--- config.mk ---
export PLATFORM = sky130hd
export DESIGN_NAME = evtmon_bank
export DESIGN_NICKNAME = d
export VERILOG_FILES = /design/src/rtl/evtmon_pkg.sv /design/src/rtl/evtmon_slot.sv /design/src/rtl/evtmon_gctl.sv /design/src/rtl/evtmon_bank.sv
export SDC_FILE = /design/constraint.sdc
export NUM_CORES = 2
export LEC_CHECK = 0
export BUFFER_PORTS_ARGS = -buffer_cell sky130_fd_sc_hd__buf_2
export CAP_MARGIN = 10
export CORE_AREA = 2 2 572 574
export CTS_CLUSTER_SIZE = 10
export DETAILED_ROUTE_END_ITERATION = 8
export DIE_AREA = 0 0 574 576
export PLACE_DENSITY = 0.33
export SYNTH_ARGS = -nofsm -noshare
export SYNTH_HDL_FRONTEND = slang
export SYNTH_SLANG_ARGS = --single-unit
--- constraint.sdc ---
create_clock -name clk -period 3.1 [get_ports clk]
set_input_delay 0.155 -clock clk [delete_from_list [all_inputs] [get_ports clk]]
set_output_delay 0.155 -clock clk [all_outputs]
set_load 0.05 [all_outputs]
--- src/rtl/evtmon_pkg.sv ---
package evtmon_pkg;
  localparam int EVT_CODE_W  = 7;
  localparam int GCTL_OFS    = 'h40;
  localparam int SLOT_BASE   = 'h50;
  localparam int SLOT_STRIDE = 'h10;
  localparam int OFS_CTLA    = 'h0;
  localparam int OFS_CTLB    = 'h4;
  localparam int OFS_VAL     = 'h8;
  localparam int OFS_VALHI   = 'hC;
  // global word bit positions
  localparam int GB_FRZALL   = 31;
  localparam int GB_IRQEN    = 30;
  localparam int GB_FRZCOND  = 29;
  // local control A bit positions
  localparam int LB_FRZ      = 31;
  localparam int LB_CONDEN   = 26;
  localparam int LB_SEL_LO   = 16;

  typedef struct packed {
    logic                  frz;
    logic                  cond_en;
    logic [EVT_CODE_W-1:0] sel;
  } lctl_t;

  function automatic logic [31:0] lctl_word(lctl_t c);
    logic [31:0] w;
    w = '0;
    w[LB_FRZ]    = c.frz;
    w[LB_CONDEN] = c.cond_en;
    w[LB_SEL_LO +: EVT_CODE_W] = c.sel;
    return w;
  endfunction
endpackage

--- src/rtl/evtmon_slot.sv ---
module evtmon_slot
  import evtmon_pkg::*;
#(
  parameter int CNT_W    = 32,
  parameter int DATA_W   = 32,
  parameter bit IS_CYCLE = 1'b0
) (
  input  logic                        clk,
  input  logic                        rst_n,
  input  logic                        frz_all,
  input  logic                        wr_ctla,
  input  logic                        wr_ctlb,
  input  logic                        wr_lo,
  input  logic                        wr_hi,
  input  logic [DATA_W-1:0]           wdata,
  input  logic [(1<<EVT_CODE_W)-1:0]  evt,
  output lctl_t                       ctla,
  output logic [DATA_W-1:0]           ctlb,
  output logic [CNT_W-1:0]            val,
  output logic                        ovf
);
  lctl_t              ctla_q, ctla_d;
  logic [DATA_W-1:0]  ctlb_q;
  logic [CNT_W-1:0]   val_q, val_d, inc, wr_val;
  logic               hit, cnt_en, any_wr, val_en;

  always_comb begin
    hit    = IS_CYCLE ? 1'b1 : evt[ctla_q.sel];
    cnt_en = hit && !ctla_q.frz && !frz_all;
    any_wr = wr_lo || wr_hi;
    inc    = val_q + CNT_W'(1);
    val_en = any_wr || cnt_en;
    val_d  = any_wr ? wr_val : inc;
    // carry into the top bit caused by counting, never by a write
    ovf    = cnt_en && !any_wr && !val_q[CNT_W-1] && inc[CNT_W-1];
    ctla_d = '{frz:     wdata[LB_FRZ],
               cond_en: wdata[LB_CONDEN],
               sel:     wdata[LB_SEL_LO +: EVT_CODE_W]};
  end

  generate
    if (CNT_W > DATA_W) begin : g_split
      always_comb
        wr_val = {wr_hi ? wdata[CNT_W-DATA_W-1:0] : val_q[CNT_W-1:DATA_W],
                  wr_lo ? wdata : val_q[DATA_W-1:0]};
    end else begin : g_single
      always_comb
        wr_val = wr_lo ? wdata[CNT_W-1:0] : val_q;
    end
  endgenerate

  always_ff @(posedge clk or negedge rst_n) begin
    if (!rst_n) begin
      ctla_q <= '0;
      ctlb_q <= '0;
      val_q  <= '0;
    end else begin
      if (wr_ctla) ctla_q <= ctla_d;
      if (wr_ctlb) ctlb_q <= wdata;
      if (val_en)  val_q  <= val_d;
    end
  end

  assign ctla = ctla_q;
  assign ctlb = ctlb_q;
  assign val  = val_q;
endmodule

--- src/rtl/evtmon_gctl.sv ---
module evtmon_gctl #(
  parameter int NUM_CTR = 11
) (
  input  logic               clk,
  input  logic               rst_n,
  input  logic               wr_gctl,
  input  logic               w_frz,
  input  logic               w_ien,
  input  logic               w_fcond,
  input  logic [NUM_CTR-1:0] trig,
  input  logic [NUM_CTR-1:0] msb,
  output logic               frz_all,
  output logic               irq_en,
  output logic               frz_cond,
  output logic               irq
);
  logic               frz_q, ien_q, fc_q;
  logic               frz_d, ien_d, fc_d, fire, frz_en;
  logic [NUM_CTR-1:0] src_q, src_d;

  always_comb begin
    fire   = (|trig) && ien_q && fc_q;
    frz_en = fire || wr_gctl;
    frz_d  = fire ? 1'b1 : w_frz;   // hardware set beats a software write
    ien_d  = w_ien;
    fc_d   = w_fcond;
    for (int i = 0; i < NUM_CTR; i++) begin
      src_d[i] = (fire && trig[i]) || (src_q[i] && (frz_q || msb[i]));
    end
  end

  always_ff @(posedge clk or negedge rst_n) begin
    if (!rst_n) begin
      frz_q <= 1'b1;
      ien_q <= 1'b0;
      fc_q  <= 1'b0;
      src_q <= '0;
    end else begin
      if (frz_en)  frz_q <= frz_d;
      if (wr_gctl) ien_q <= ien_d;
      if (wr_gctl) fc_q  <= fc_d;
      src_q <= src_d;
    end
  end

  assign frz_all  = frz_q;
  assign irq_en   = ien_q;
  assign frz_cond = fc_q;
  assign irq      = |src_q;
endmodule

--- src/rtl/evtmon_bank.sv ---
module evtmon_bank
  import evtmon_pkg::*;
#(
  parameter int NUM_CTR = 11,
  parameter int CTR_W   = 32,
  parameter int DATA_W  = 32,
  parameter int ADDR_W  = 8
) (
  input  logic                                  clk,
  input  logic                                  rst_n,
  input  logic                                  wr_en,
  input  logic [ADDR_W-1:0]                     addr,
  input  logic [DATA_W-1:0]                     wdata,
  output logic [DATA_W-1:0]                     rdata,
  input  logic [NUM_CTR*(1<<EVT_CODE_W)-1:0]    evt_bus,
  output logic                                  irq
);
  localparam int CYC_W = 2 * DATA_W;
  localparam int NEVT  = 1 << EVT_CODE_W;

  function automatic logic [ADDR_W-1:0] slot_addr(int idx, int sub);
    return ADDR_W'(SLOT_BASE + idx * SLOT_STRIDE + sub);
  endfunction

  lctl_t                        ctla_s [NUM_CTR];
  logic [DATA_W-1:0]            ctlb_s [NUM_CTR];
  logic [CYC_W-1:0]             cyc_val;
  logic [(NUM_CTR-1)*CTR_W-1:0] ctr_flat;
  logic [NUM_CTR-1:0]           ovf_s, trig_s, msb_s;
  logic                         frz_all, irq_en, frz_cond, wr_g;

  assign wr_g = wr_en && (addr == ADDR_W'(GCTL_OFS));

  generate
    for (genvar i = 0; i < NUM_CTR; i++) begin : g_slot
      logic wa, wb, wl;
      assign wa = wr_en && (addr == slot_addr(i, OFS_CTLA));
      assign wb = wr_en && (addr == slot_addr(i, OFS_CTLB));
      assign wl = wr_en && (addr == slot_addr(i, OFS_VAL));
      assign trig_s[i] = ovf_s[i] && ctla_s[i].cond_en;
      if (i == 0) begin : g_cyc
        logic wh;
        assign wh = wr_en && (addr == slot_addr(i, OFS_VALHI));
        evtmon_slot #(.CNT_W(CYC_W), .DATA_W(DATA_W), .IS_CYCLE(1'b1)) u_slot (
          .clk(clk), .rst_n(rst_n), .frz_all(frz_all),
          .wr_ctla(wa), .wr_ctlb(wb), .wr_lo(wl), .wr_hi(wh),
          .wdata(wdata), .evt(evt_bus[i*NEVT +: NEVT]),
          .ctla(ctla_s[i]), .ctlb(ctlb_s[i]), .val(cyc_val), .ovf(ovf_s[i]));
        assign msb_s[i] = cyc_val[CYC_W-1];
      end else begin : g_evt
        evtmon_slot #(.CNT_W(CTR_W), .DATA_W(DATA_W), .IS_CYCLE(1'b0)) u_slot (
          .clk(clk), .rst_n(rst_n), .frz_all(frz_all),
          .wr_ctla(wa), .wr_ctlb(wb), .wr_lo(wl), .wr_hi(1'b0),
          .wdata(wdata), .evt(evt_bus[i*NEVT +: NEVT]),
          .ctla(ctla_s[i]), .ctlb(ctlb_s[i]),
          .val(ctr_flat[(i-1)*CTR_W +: CTR_W]), .ovf(ovf_s[i]));
        assign msb_s[i] = ctr_flat[i*CTR_W-1];
      end
    end
  endgenerate

  evtmon_gctl #(.NUM_CTR(NUM_CTR)) u_gctl (
    .clk(clk), .rst_n(rst_n), .wr_gctl(wr_g),
    .w_frz(wdata[GB_FRZALL]), .w_ien(wdata[GB_IRQEN]), .w_fcond(wdata[GB_FRZCOND]),
    .trig(trig_s), .msb(msb_s),
    .frz_all(frz_all), .irq_en(irq_en), .frz_cond(frz_cond), .irq(irq));

  always_comb begin
    rdata = '0;
    if (addr == ADDR_W'(GCTL_OFS)) begin
      rdata[GB_FRZALL]  = frz_all;
      rdata[GB_IRQEN]   = irq_en;
      rdata[GB_FRZCOND] = frz_cond;
    end
    for (int i = 0; i < NUM_CTR; i++) begin
      if (addr == slot_addr(i, OFS_CTLA)) rdata = DATA_W'(lctl_word(ctla_s[i]));
      if (addr == slot_addr(i, OFS_CTLB)) rdata = ctlb_s[i];
    end
    if (addr == slot_addr(0, OFS_VAL))   rdata = cyc_val[DATA_W-1:0];
    if (addr == slot_addr(0, OFS_VALHI)) rdata = cyc_val[CYC_W-1:DATA_W];
    for (int i = 1; i < NUM_CTR; i++) begin
      if (addr == slot_addr(i, OFS_VAL)) rdata = DATA_W'(ctr_flat[(i-1)*CTR_W +: CTR_W]);
    end
  end
endmodule

# After elaboration in Yosys (flattened, before gate mapping)
# Index checks and enable logic that the tools add are counted.
# totals
elab_cells,384
latch_bits,0
register_bits,849
mem_count,0
output_inout_bits,33
in_bits,1451
romBits,0
mem_bits_rw,0
# classes
n_lt_le_gt_ge,10
div,0
addsub,11
n_reduce_logical,197
shifts,0
eq_ne,37
n_bitwise,0
n_mul,0
muxes,69
# op_table
cell,n
$mux W32,46
$add A32 B1 Y32 const B,10
$eq A8 B8 Y1 const B,24
$logic_and A1 B1 Y1,124
$eq A8 B7 Y1 const B,11
$lt A7 B8 Y1 const B,10
$bmux W1 S7,10
$add A64 B1 Y64 const B,1
$mux W64,1
$logic_or A1 B1 Y1,35
$logic_not A1 Y1,34
$reduce_or A11 Y1,2
$mux W1,11
$ne A2 B1 Y1 const B,2
$reduce_and A2 Y1,2
$mux W3,1

# Longest topological paths before layout
# depth
word_depth,36
depth_mapped,15
mapped_depth_nobuf,10

# By module
# Synthesis repeated with hierarchy kept, for this count alone.
# hier_totals
cells_unflattened,6629
area_unflattened_um2,63022.9
# by_module_without_submodules
mod,seq_area_each_um2,cells_each,instances,area_per_inst_um2
evtmon_slot at g_slot[4].g_evt.u_slot ...,1826.8,469,6,4800.9
evtmon_slot at g_slot[10].g_evt.u_slot ...,1826.8,479,4,4894.7
evtmon_bank,0.0,1219,1,8179.1
evtmon_slot at g_slot[0].g_cyc.u_slot,2627.5,618,1,5856.9
evtmon_gctl,351.6,62,1,603.1

# Worst setup path after synthesis
# OpenSTA, ideal clock, no wires.
# synth_path
path_type,input port to output port
from,input port addr[5]
to,output port rdata[17]
required_time_ps,2945
n_path_buf,4
setup_slack_ps,-709
stages,10
arrival_ps,3654
cell_sequence,clkbuf_1 buf_1 clkbuf_1 clkbuf_1 o2111ai_1 o21ai_0 a2111oi_0 a211oi_1 a21oi_1 o41ai_1
# synth_between
elab_chain_cells,35
word_cells_on_any_way,68
classes_between,eq/ne: 34; mux: 34
# synth_rtl
item,line_no,source
from (decl),evtmon_bank.sv:12,"input logic [ADDR_W-1:0] addr,"
$eq A8 B7 Y1,evtmon_bank.sv:76,"if (addr == slot_addr(i, OFS_CTLA)) rdata = DATA_W'(lctl_word(ctla_s[i]));"
$mux W32,evtmon_bank.sv:76,
$mux W32,evtmon_bank.sv:77,"if (addr == slot_addr(i, OFS_CTLB)) rdata = ctlb_s[i];"
$mux W32,evtmon_bank.sv:76,
$mux W32,evtmon_bank.sv:77,
$mux W32,evtmon_bank.sv:76,
$mux W32,evtmon_bank.sv:77,
$mux W32,evtmon_bank.sv:76,
[... 11 more ...],n/a,
$mux W32,evtmon_bank.sv:76,
$mux W32,evtmon_bank.sv:77,
$mux W32,evtmon_bank.sv:76,
$mux W32,evtmon_bank.sv:77,
$mux W32,evtmon_bank.sv:79,"if (addr == slot_addr(0, OFS_VAL)) rdata = cyc_val[DATA_W-1:0];"
$mux W32,evtmon_bank.sv:80,"if (addr == slot_addr(0, OFS_VALHI)) rdata = cyc_val[CYC_W-1:DATA_W];"
$mux W32 (9 in a row),evtmon_bank.sv:82,"if (addr == slot_addr(i, OFS_VAL)) rdata = DATA_W'(ctr_flat[(i-1)*CTR_W +: CTR_W]);"
$mux W32 *,evtmon_bank.sv:82,
to (decl),evtmon_bank.sv:14,"output logic [DATA_W-1:0] rdata,"
# Every way passes the cells marked *; elsewhere a longest branch is shown, timed or not.

# Worst setup path after layout
# layout_path
from,"register u_gctl.frz_q, in the netlist u_gctl.frz_all"
to,output port rdata[31]
# layout_between
elab_chain_cells,35
# layout_rtl
item,line_no,source
from (decl),evtmon_gctl.sv:17,"logic frz_q, ien_q, fc_q;"
from (signal assigned),evtmon_gctl.sv:39,if (frz_en) frz_q <= frz_d;
$mux W3,evtmon_bank.sv:70,if (addr == ADDR_W'(GCTL_OFS)) begin
$mux W32,evtmon_bank.sv:76,
$mux W32,evtmon_bank.sv:77,
$mux W32,evtmon_bank.sv:76,
$mux W32,evtmon_bank.sv:77,
$mux W32,evtmon_bank.sv:76,
$mux W32,evtmon_bank.sv:77,
$mux W32,evtmon_bank.sv:76,
[... 10 more ...],n/a,
$mux W32,evtmon_bank.sv:77,
$mux W32,evtmon_bank.sv:76,
$mux W32,evtmon_bank.sv:77,
$mux W32,evtmon_bank.sv:76,
$mux W32,evtmon_bank.sv:77,
$mux W32,evtmon_bank.sv:79,
$mux W32,evtmon_bank.sv:80,
$mux W32 (10 in a row),evtmon_bank.sv:82,
# Every way passes these cells.

==> flow_summary.json <==
{
  "synth_fa_ha_area_share_pct": 0.2436,
  "portBuffers": 1355,
  "nNetsFinal": 9190,
  "final_area_um2": 86480,
  "yosysWarnings": 0,
  "total_power_mw": 35.99,
  "critPathTopFamily": "compound AO/OA/AOI/OAI gates",
  "antenna_found_initial": 61,
  "min_period_ps": 3874,
  "cap_violations": 0,
  "internal_power_mw": 23.98,
  "clockRootBuffer": "clkbuf_16",
  "gp_congestion": 0.9593,
  "clkPwrFrac_pct": 35.9,
  "end_kind": "output pin",
  "clock_sinks": 849,
  "rows": 210,
  "crit_chain": "nor3_2 > a211o_1 > a22oi_2 > o22ai_2 > a2111oi_4 > o21ai_1 > a221oi_2 > o21ai_1 > buf_4 > a21oi_4 > buf_6 > buf_12",
  "startpoint_type": "flop",
  "p_leak_nw": 37.21,
  "totalWireLength_mm": 363.2,
  "post-synth-top-area-cell": "dfrtp_1",
  "min_path_type": "input pin to flop",
  "p_sw_mw": 12.01,
  "synth_top_cells_by_area": "dfrtp_1, mux4_2, mux2_2",
  "yosysTopAreaCellShare_pct": 37.56,
  "grt_overflow": 0,
  "fmax_mhz": 258.1,
  "core_um2": 325300,
  "syn_avg_cell_area_um2": 10.02,
  "tightest_slew_ps": 1094,
  "clk_pin_slew_ps": 60,
  "status": "finished, violations left",
  "fin_ws_ps": -774.4,
  "grt_max_degree": 101,
  "max_stage_delay_ps": 670,
  "synth_flop_cell": "dfrtp_1",
  "critPathArrivalTime_ps": 3720,
  "rsz0062_at_grt": "yes",
  "via_count": 57940,
  "skew_ps": 57.79,
  "finalHoldViolCount": 0,
  "grt_first_pass_wirelength_mm": 492.1,
  "regArea_um2": 21300,
  "die_x_um": 574,
  "drive_gt1_share_pct": 51.23,
  "ctsLongestPathBuffers": 3,
  "synth_async_sr_flop_share_pct": 100.0,
  "wl_per_cell_um": 29.82,
  "synth_compound_area_share_pct": 14.68,
  "synth_top_family_by_area": "multiplexers",
  "worstPathMaxFanout": 2,
  "setup_viol": 238,
  "area_growth_pct": 53.07,
  "gr-usage-met2_pct": 33.90,
  "synth_edf_count": 0,
  "max-slew-margin-rel_pct": 27.04,
  "place_area_um2": 75910,
  "pwr_density_cell_nw_per_um2": 416.1,
  "failed_checks": "negative setup slack",
  "synthSimpleGateAreaFrac_pct": 14.09,
  "crit_slowest_cell": "dfstp_2",
  "ioPinCount": 1484,
  "synth_mux_area_share_pct": 24.53,
  "gr-max-usage-layer": "met2",
  "yosysSeqAreaShare_pct": 37.61,
  "path_buf_inv": 3,
  "cts_tree": "built",
  "grtUsageMet3_pct": 2.998,
  "first_global_vias": 59280,
  "path_common_cell": "o21ai_1",
  "dp_hpwl_mm": 286.3,
  "crit_required_ps": 2940,
  "fill_cells": 34860,
  "vdd_drop_max_v": 0.0004604,
  "grt_use_total_pct": 20.96,
  "syn_area_um2": 56500,
  "route.detailed.drc": 0,
  "placed_cells": 11790,
  "fin_tns_setup_ps": -51750,
  "drt_iter0_drc": 4650,
  "use_met1_pct": 29.05,
  "viasPerCell": 4.757,
  "sw_frac_of_total_pct": 33.37,
  "netlist_instances": 5639,
  "ys_types": 89,
  "htree_levels": 3,
  "critPathKind": "flop to output pin",
  "dieArea_um2": 330600,
  "initial_core_util_pct": 17.37,
  "firstDrtPassIters": 7,
  "seq_power_share_pct": 38.0,
  "timing.final.crit_share_pct": 125.0,
  "die_height_um": 576,
  "maxSlewViolCount": 0,
  "multi_input_area_um2": 37140,
  "ys_ff_latch": 849,
  "combPwrFrac_pct": 26.1,
  "numCtsBuffers": 107,
  "ant_nets": 0,
  "synth_nets": 7101,
  "synth_xor_area_share_pct": 4.573,
  "insertion_delay_ps": 790,
  "final_cells": 12180,
  "holdWs_ps": 66.22
}
registers in the layout, summed over array words and instances (netlist names):
signal                    flops
g_slot.g_cyc.u_slot.val      64
g_slot.g_cyc.u_slot.ctla      9
g_slot.g_evt.u_slot.val     320
u_gctl.src_q                 11
u_gctl.frz_cond               1
g_slot.g_evt.u_slot.ctlb    320
u_gctl.frz_all                1
g_slot.g_evt.u_slot.ctla     90
u_gctl.irq_en                 1
g_slot.g_cyc.u_slot.ctlb     32
synth_stat cells (25+ instances only):
master	n
buf_2	45
nand2_1	466
a22oi_1	161
buf_4	25
nand3_1	217
o21ai_0	281
nor3_1	127
mux4_2	317
buf_1	54
mux2i_1	145
and2_1	31
nand4_1	73
clkbuf_1	359
mux2_2	468
a21oi_1	382
or3_1	34
nor2_1	457
dfrtp_1	848
a222oi_1	48
o22a_1	30
xnor2_1	201
xor2_1	94
a221oi_1	35
and3_1	83
nor4_1	45
o22ai_1	86
nor2b_1	34
a31oi_1	47
inv_1	88
a211oi_1	31
cell usage in the layout (no fill, tap or decap), types with 52 or more instances in the layout:
| master | count |
|---|---|
| mux2i_1 | 127 |
| a22oi_1 | 126 |
| and3_1 | 67 |
| buf_4 | 764 |
| buf_6 | 146 |
| dfrtp_1 | 811 |
| xnor2_1 | 173 |
| buf_12 | 168 |
| mux4_2 | 317 |
| o21ai_0 | 153 |
| o21ai_1 | 123 |
| a21oi_1 | 343 |
| clkbuf_16 | 124 |
| nor2_1 | 396 |
| mux2_2 | 463 |
| nand4_1 | 73 |
| nand3_1 | 172 |
| buf_2 | 1315 |
| xor2_1 | 91 |
| nor3_1 | 52 |
| o22ai_1 | 68 |
| nand2_1 | 429 |
| inv_1 | 85 |
layer usage:
metal  share of wire [%]  wire length [µm]
met1                  45            164900
met4                 3.1             11350
met2                  46            167200
met5               0.063               229
met3                 5.4             19470
per-stage QoR:
| step | util [%] | setup WS (ps) |
|---|---|---|
| 2_1_floorplan | - | -60.25 |
| 3_3_place_gp | 23.33 | -1558 |
| 3_5_place_dp | 23.34 | -1045 |
| 4_1_cts | 25.56 | -860.2 |
| 5_1_grt | 26.58 | -877.7 |
| 6_report | 26.59 | -774.4 |
final cells by class:
cell class	instances	share of cell area [%]
clock inverters	19	0.3270
diodes	25	0.07234
inverters	89	0.3950
repair buffers	2473	21.63
well taps	4346	6.288
flip-flops and latches	849	24.63
multi-input cells	4208	42.95
clock buffers	170	3.707
worst min-delay path: stages:
cell and delay [ps]:
buf_2 370, nand2_1 160, o21ai_1 60
what timing repair did:
action                     4_1_cts  5_1_grt
setup endpoints to repair      303      344
gates cloned                     9       19
hold buffers                    25        0
pin swaps                      263      321
setup buffers                   77       88
hold endpoints to repair       515        0
resized for setup              640      546
power groups by stage:
| stage | registers (mW) | clock network (mW) | logic, mW |
|---|---|---|---|
| final | 13.7 | 12.9 | 9.38 |
| after global routing | 13.8 | 13.7 | 9.99 |
| after CTS | 13.6 | 13.3 | 8.78 |
| after detailed placement | 13.8 | 0 | 7.97 |
| after global placement | 13.8 | 0 | 7.91 |
| after floorplan | 13.2 | 0 | 3.69 |
cell families (layout without fill, tap and decap cells):
kind of cell	after synthesis	after routing
AO/OA/AOI/OAI	1298	1298
XOR/XNOR	295	295
adder cells (fa/ha/maj)	11	11
buffers and inverters	583	2751
flip-flops	849	849
multiplexers	930	930
other	0	25
AND/OR/NAND/NOR	1673	1674
final timing paths:
path                                                          endpoint  depth (start not counted)                                        start  slack [ps]
min reg2reg                g_slot[2].g_evt.u_slot.ctlb[10]$_DFFE_PN0P_                          1  g_slot[2].g_evt.u_slot.ctlb[10]$_DFFE_PN0P_         500
min in group asynchronous   g_slot[8].g_evt.u_slot.val[15]$_DFFE_PN0P_                          3                                        rst_n         510
max                                                          rdata[31]                         12                   u_gctl.frz_all$_DFFE_PN1P_        -770
max reg2reg                 g_slot[6].g_evt.u_slot.val[25]$_DFFE_PN0P_                         14   g_slot[6].g_evt.u_slot.ctla[0]$_DFFE_PN0P_        -500
min                          g_slot[1].g_evt.u_slot.val[9]$_DFFE_PN0P_                          3                                     wdata[9]          70
max in group asynchronous   g_slot[9].g_evt.u_slot.val[14]$_DFFE_PN0P_                          4                                        rst_n        1420
No activity file was read; power rests on OpenSTA's default activity.
